[src/rtl/irq_agg_pkg.sv]
`timescale 1ns/1ps
package irq_agg_pkg;
  localparam logic SEL_MASK = 1'b0;
  localparam logic SEL_FLAG = 1'b1;
endpackage

[src/rtl/irq_agg_flags.sv]
`timescale 1ns/1ps
module irq_agg_flags #(
  parameter int W = 16
) (
  input  logic         clk,
  input  logic         rst,
  input  logic [W-1:0] evt,
  input  logic         clr_stb,
  input  logic [W-1:0] clr_bits,
  output logic [W-1:0] flag_q,
  output logic [W-1:0] flag_d
);
  // One sticky cell per source; a new event wins over a clear.
  for (genvar i = 0; i < W; i++) begin : g_cell
    logic wipe;
    assign wipe      = clr_stb & clr_bits[i];
    assign flag_d[i] = evt[i] | (flag_q[i] & ~wipe);
    always_ff @(posedge clk) begin
      if (rst) flag_q[i] <= 1'b0;
      else     flag_q[i] <= flag_d[i];
    end
  end
endmodule

[src/rtl/irq_agg_mask.sv]
`timescale 1ns/1ps
module irq_agg_mask #(
  parameter int W = 16
) (
  input  logic         clk,
  input  logic         rst,
  input  logic         ld,
  input  logic [W-1:0] din,
  output logic [W-1:0] en_q,
  output logic [W-1:0] en_d
);
  assign en_d = ld ? din : en_q;
  always_ff @(posedge clk) begin
    if (rst) en_q <= '0;
    else     en_q <= en_d;
  end
endmodule

[src/rtl/irq_agg_combine.sv]
`timescale 1ns/1ps
module irq_agg_combine #(
  parameter int W = 16
) (
  input  logic         clk,
  input  logic         rst,
  input  logic [W-1:0] flag_d,
  input  logic [W-1:0] en_d,
  output logic         irq_q
);
  logic [W-1:0] gated;
  for (genvar i = 0; i < W; i++) begin : g_gate
    assign gated[i] = flag_d[i] & en_d[i];
  end
  // Registered from next-state values: tracks the registers edge for edge.
  always_ff @(posedge clk) begin
    if (rst) irq_q <= 1'b0;
    else     irq_q <= |gated;
  end
endmodule

[src/rtl/irq_agg_top.sv]
`timescale 1ns/1ps
module irq_agg_top #(
  parameter int W = 16
) (
  input  logic         clk,
  input  logic         rst,
  input  logic [W-1:0] src_evt,
  input  logic         reg_we,
  input  logic         reg_addr,
  input  logic [W-1:0] reg_wdata,
  output logic [W-1:0] reg_rdata,
  output logic         irq_out
);
  import irq_agg_pkg::*;

  logic         wr_mask;
  logic         wr_flag;
  logic [W-1:0] flag_q;
  logic [W-1:0] flag_d;
  logic [W-1:0] en_q;
  logic [W-1:0] en_d;

  assign wr_mask = reg_we & (reg_addr == SEL_MASK);
  assign wr_flag = reg_we & (reg_addr == SEL_FLAG);

  irq_agg_flags #(.W(W)) u_flags (
    .clk(clk), .rst(rst), .evt(src_evt),
    .clr_stb(wr_flag), .clr_bits(reg_wdata),
    .flag_q(flag_q), .flag_d(flag_d)
  );

  irq_agg_mask #(.W(W)) u_mask (
    .clk(clk), .rst(rst), .ld(wr_mask), .din(reg_wdata),
    .en_q(en_q), .en_d(en_d)
  );

  irq_agg_combine #(.W(W)) u_comb (
    .clk(clk), .rst(rst), .flag_d(flag_d), .en_d(en_d), .irq_q(irq_out)
  );

  assign reg_rdata = (reg_addr == SEL_FLAG) ? flag_q : en_q;
endmodule

[config.mk]
export PLATFORM = sky130hd
export DESIGN_NAME = irq_agg_top
export DESIGN_NICKNAME = d
export VERILOG_FILES = /design/src/rtl/irq_agg_pkg.sv /design/src/rtl/irq_agg_flags.sv /design/src/rtl/irq_agg_mask.sv /design/src/rtl/irq_agg_combine.sv /design/src/rtl/irq_agg_top.sv
export SDC_FILE = /design/constraint.sdc
export NUM_CORES = 1
export LEC_CHECK = 0
export ABC_AREA = 1
export CORE_MARGIN = 1
export CORE_UTILIZATION = 45
export CTS_BUF_LIST = sky130_fd_sc_hd__clkbuf_8
export DETAILED_ROUTE_END_ITERATION = 10
export GPL_TIMING_DRIVEN = 0
export PLACE_DENSITY = 0.87
export SLEW_MARGIN = 15
export SYNTH_ARGS = -nofsm -noshare
export SYNTH_HDL_FRONTEND = slang
export SYNTH_SLANG_ARGS = --single-unit
[constraint.sdc]
create_clock -name clk -period 2.4 [get_ports clk]
set_input_delay 0.72 -clock clk [delete_from_list [all_inputs] [get_ports clk]]
set_output_delay 0.72 -clock clk [all_outputs]
set_load 0.005 [all_outputs]
==> results by stage <==
Synthesis:
- Summing the areas of all compound-gate instances in the mapped netlist gives 9.57% of the synthesized area.
- The average instance in the mapped netlist occupies 6.04 um2.
- The number of instances in the synthesized netlist is 277.
- Multiplexer cells account for 0% of the synthesized area.
- The count of unique library cells instantiated by Yosys is 15.
- The total nets after synthesis is 313.
- The xor-xnor portion of the synthesized cell area is 0%.
- Of the total synthesized cell area, the portion taken by AND, OR, NAND and NOR gates is ~41%.
- After synthesis the cells add up to between 1500 and 2000 um2.
- The portion of the post-synthesis area used by sequential elements is 39.5%.
- After synthesis the netlist holds a flip-flop and latch count of 33.
- The combinational family with the most area after synthesis is simple AND/OR/NAND/NOR gates.
- Of the total synthesized cell area, the portion taken by full adders, half adders and majority gates is 0%.
- The warning count from the yosys run is 0.

Min path:
- The worst hold path begins at u_flags.flag_q[1]$_SDFF_PP0_.
- The type of the worst min-delay path is flip-flop to flip-flop.
- The number of cells traversed by the worst hold path is 2.

Critical path:
- The startpoint of the worst register-to-register path is u_mask.en_q[12]$_SDFF_PP0_.
- The critical path is of the input port to primary output type.
- The critical path data arrival time is 1.52 ns.
- The start point of the critical path is reg_addr.
- The top fanout value on the critical path is 11.
- Walking the worst path, the cells encountered are buf_8 -> inv_8 -> buf_8 -> buf_4 -> nand2_1 -> nand2_1 -> dlygate4sd2_1.
- STA classifies the critical path endpoint as a primary output.
- The depth of the worst register-to-register path is 8.
- STA classifies the critical path startpoint as an input port.
- STA puts the critical path data required time at 1.68 ns.
- Among all stages on the critical path, the largest delay is contributed by sky130_fd_sc_hd__dlygate4sd2_1.
- The largest single stage delay on the critical path is 0.25 ns.

Detailed routing:
- The count of antenna-violating nets left after detailed routing is 0.
- Using the TritonRoute via totals, the vias-per-cell ratio works out to between 4 and 5.
- For this block, the routed nets add up to 4660 um of wire.
- The routed layout has 1,884 vias.
- In the routed design, unresolved DRC markers number 0.
- The wire length per cell after detailed routing is 12.1 um.
- The iteration count of the initial detailed-routing pass is 4.
- The first routing iteration left 159 violations.

Clock network:
- The CTS H-tree depth is 2.
- The number of clock sinks is 33.
- The largest buffer count on any clock path is 2.
- The post-cts hold buffer count is 0.
- The worst-skew pair later-pin latency is 0.29 ns.
- The number of clock buffers added by TritonCTS is 5.
- The cell at the root of the clock tree is sky130_fd_sc_hd__clkbuf_8.
- The clock transition at the registers of the reported paths is 0.06 ns.
- TritonCTS built the clock tree.

Final layout:
- The number of standard cells in the layout, taps in and fillers out is 384.
- The net total in the final layout is 373.
- Cells with a size suffix above 1 make up 6.51% of the layout.
- 0 antenna diodes ended up in the layout.
- The synthesis-to-layout area growth is 43.4%.
- After routing the design area is roughly 2400 um2.

Global route:
- Global routing consumed, on the met3 layer, 6.02% of the routing resources.
- The number of global-route vias before repair is 1,660.
- The first global-routing pass estimated 7580 um of wire.
- The total congestion overflow is 0.
- Global routing used 42.6% of the available met2 tracks.
- The all-layer global routing usage is 24.7%.
- Entering global routing, the biggest net connects 12 pins.
- The met1 usage in global routing is 29.4%.
- The initial antenna violation count is 0.
- The most used routing layer in global routing is met2.

Floorplanning:
- The number of core rows is 21.
- The floorplan die width is ~63 um.
- The floorplan step defined a die boundary enclosing 3970 um2.
- The initial standard-cell utilization of the core is 48.6%.
- The area inside the core boundary is 3440 um2.
- The die is approximately 63 um tall.
- In this run the count of I/O pins placed on the die edge is 53.

Placement:
- The HPWL after detailed placement is 3120 um.
- The instance area after placement is 2230 um2.
- Buffers placed on the I/O ports in this run total 50.
- In this run, placement finished with an instance count of 373.
- At the end of routability-driven placement, the weighted congestion stood at 0.808.

Power and ir drop:
- Sequential cells burn between 40% and 50% of the power.
- For this design the ratio of total power to cell area is 535 nW/um2.
- In this run the power spent charging and discharging nets is 362 uW.
- The clock network burns roughly a third of the power.
- Internal power comes to approximately 920 uW.
- The combinational power share is ~22%.
- The worst ir drop on vdd is roughly 0.38 mV.
- The leakage component of the power is 0.00133 uW.
- Net switching is 28.2% of the power.

Timing:
- Setup repair after global routing left no endpoint under its margin.
- The worst slew margin relative to its limit is 63.2%.
- The number of endpoints with negative hold slack in the final report was 0.
- The final max-slew violation count is 0.
- For the pin with the worst max-slew slack, the measured transition is 0.552 ns.
- After layout, the minimum clock period comes to 2.24 ns.
- The post-route fraction of the period consumed by the critical path is 93.4%.
- Between clock sinks in the finished design, the worst skew comes to 0.00513 ns.
- The maximum clock frequency is 446 MHz.
- The final count of negative-setup-slack endpoints is 0.
- Hold timing on the final database bottoms out at a slack of 0.482 ns.

Run:
- The number of max-capacitance violations reported is 0.

Outcome:
- The run finished with clean final reports.
==> placed cells by master (no fill, tap or decap) <==
cell type	instances
sky130_fd_sc_hd__nand2_1	147
sky130_fd_sc_hd__clkdlybuf4s50_1	34
sky130_fd_sc_hd__dfxtp_1	33
sky130_fd_sc_hd__a21oi_1	30
sky130_fd_sc_hd__inv_1	22
sky130_fd_sc_hd__nand3_1	19
sky130_fd_sc_hd__dlygate4sd2_1	10
sky130_fd_sc_hd__nor2_1	9
sky130_fd_sc_hd__buf_4	6
sky130_fd_sc_hd__dlymetal6s2s_1	6
sky130_fd_sc_hd__clkbuf_8	5
sky130_fd_sc_hd__clkbuf_1	4
sky130_fd_sc_hd__buf_8	3
sky130_fd_sc_hd__buf_6	2
sky130_fd_sc_hd__clkinv_2	2
sky130_fd_sc_hd__inv_8	1
sky130_fd_sc_hd__clkbuf_16	1
sky130_fd_sc_hd__buf_2	1
sky130_fd_sc_hd__nand2_2	1
sky130_fd_sc_hd__o21ai_0	1
sky130_fd_sc_hd__o21ai_1	1
==> worst max-delay path: cells and delay by family <==
family | cells | cell delay (ns)
and+or+nand+nor | 2 | 0.10
buffers and inverters | 5 | 0.69
==> power groups by stage <==
| stage | combinational, uW | clock, uW | sequential [uW] |
|---|---|---|---|
| after floorplan | 141 | 0 | 606 |
| after global placement | 270 | 0 | 608 |
| after detailed placement | 274 | 0 | 608 |
| after CTS | 283 | 409 | 596 |
| after global routing | 313 | 442 | 600 |
| final | 282 | 404 | 597 |
==> worst paths after layout <==
kind	end	slack (ns)
worst min-delay path	u_flags.flag_q[1]$_SDFF_PP0_	0.48
worst max register to register	u_comb.irq_q$_SDFF_PP0_	1.38
worst min register to register	u_flags.flag_q[1]$_SDFF_PP0_	0.48
worst max-delay path	reg_rdata[7]	0.16
==> synth_stat cells <==
master / instances / share of area (%)
sky130_fd_sc_hd__a21oi_1: 30 / 9.0
sky130_fd_sc_hd__buf_1: 1 / 0.22
sky130_fd_sc_hd__buf_2: 3 / 0.90
sky130_fd_sc_hd__buf_4: 3 / 1.3
sky130_fd_sc_hd__buf_6: 2 / 1.3
sky130_fd_sc_hd__clkbuf_1: 5 / 1.1
sky130_fd_sc_hd__dfxtp_1: 33 / 39
sky130_fd_sc_hd__inv_1: 21 / 4.7
sky130_fd_sc_hd__inv_2: 1 / 0.22
sky130_fd_sc_hd__nand2_1: 147 / 33
sky130_fd_sc_hd__nand2_2: 1 / 0.37
sky130_fd_sc_hd__nand3_1: 19 / 5.7
sky130_fd_sc_hd__nor2_1: 9 / 2.0
sky130_fd_sc_hd__o21ai_0: 1 / 0.30
sky130_fd_sc_hd__o21ai_1: 1 / 0.30
==> kinds of logic after synthesis <==
family	Yosys count
DFF	33
and+or+nand+nor	176
buffers and inverters	36
AOI/OAI and AO/OA	32
==> metal layers <==
layer,vias up,part of all wire (%)
li1,973,-
met1,822,40
met2,75,50
met3,14,8.5
met4,0,2.1
met5,-,0
==> state kept, by name (all words and copies together), names as in the netlist <==
name,count
u_mask.en_q,16
u_flags.flag_q,16
u_comb.irq_q,1
==> final cells by class <==
class / count / area, um2
plain buffers: 13 / 128
clock buffers: 5 / 68.8
clock inverters: 3 / 13.8
fillers: 307 / 1040
inverters: 22 / 90.1
multi-input cells: 208 / 847
flip-flops and latches: 33 / 661
well taps: 46 / 57.6
repair buffers: 54 / 533
==> per-stage QoR <==
step           setup WS [ns]  TNS [ns]  power (uW)  util, %
4_1_cts             0.000997         0        1290     69.2
5_1_grt               0.0978         0        1360     69.7
6_report               0.159         0        1280     69.7
3_5_place_dp          -0.613     -6.86         882     64.8
2_1_floorplan          0.194         0         747        -
3_3_place_gp          -0.590     -6.56         878     64.8
==> repair_timing <==
item                       CTS  global route
setup endpoints to repair   16             6
gates resized for setup     26             6
setup buffers                4             0
Note: power is estimated with default switching activity, not from simulation.
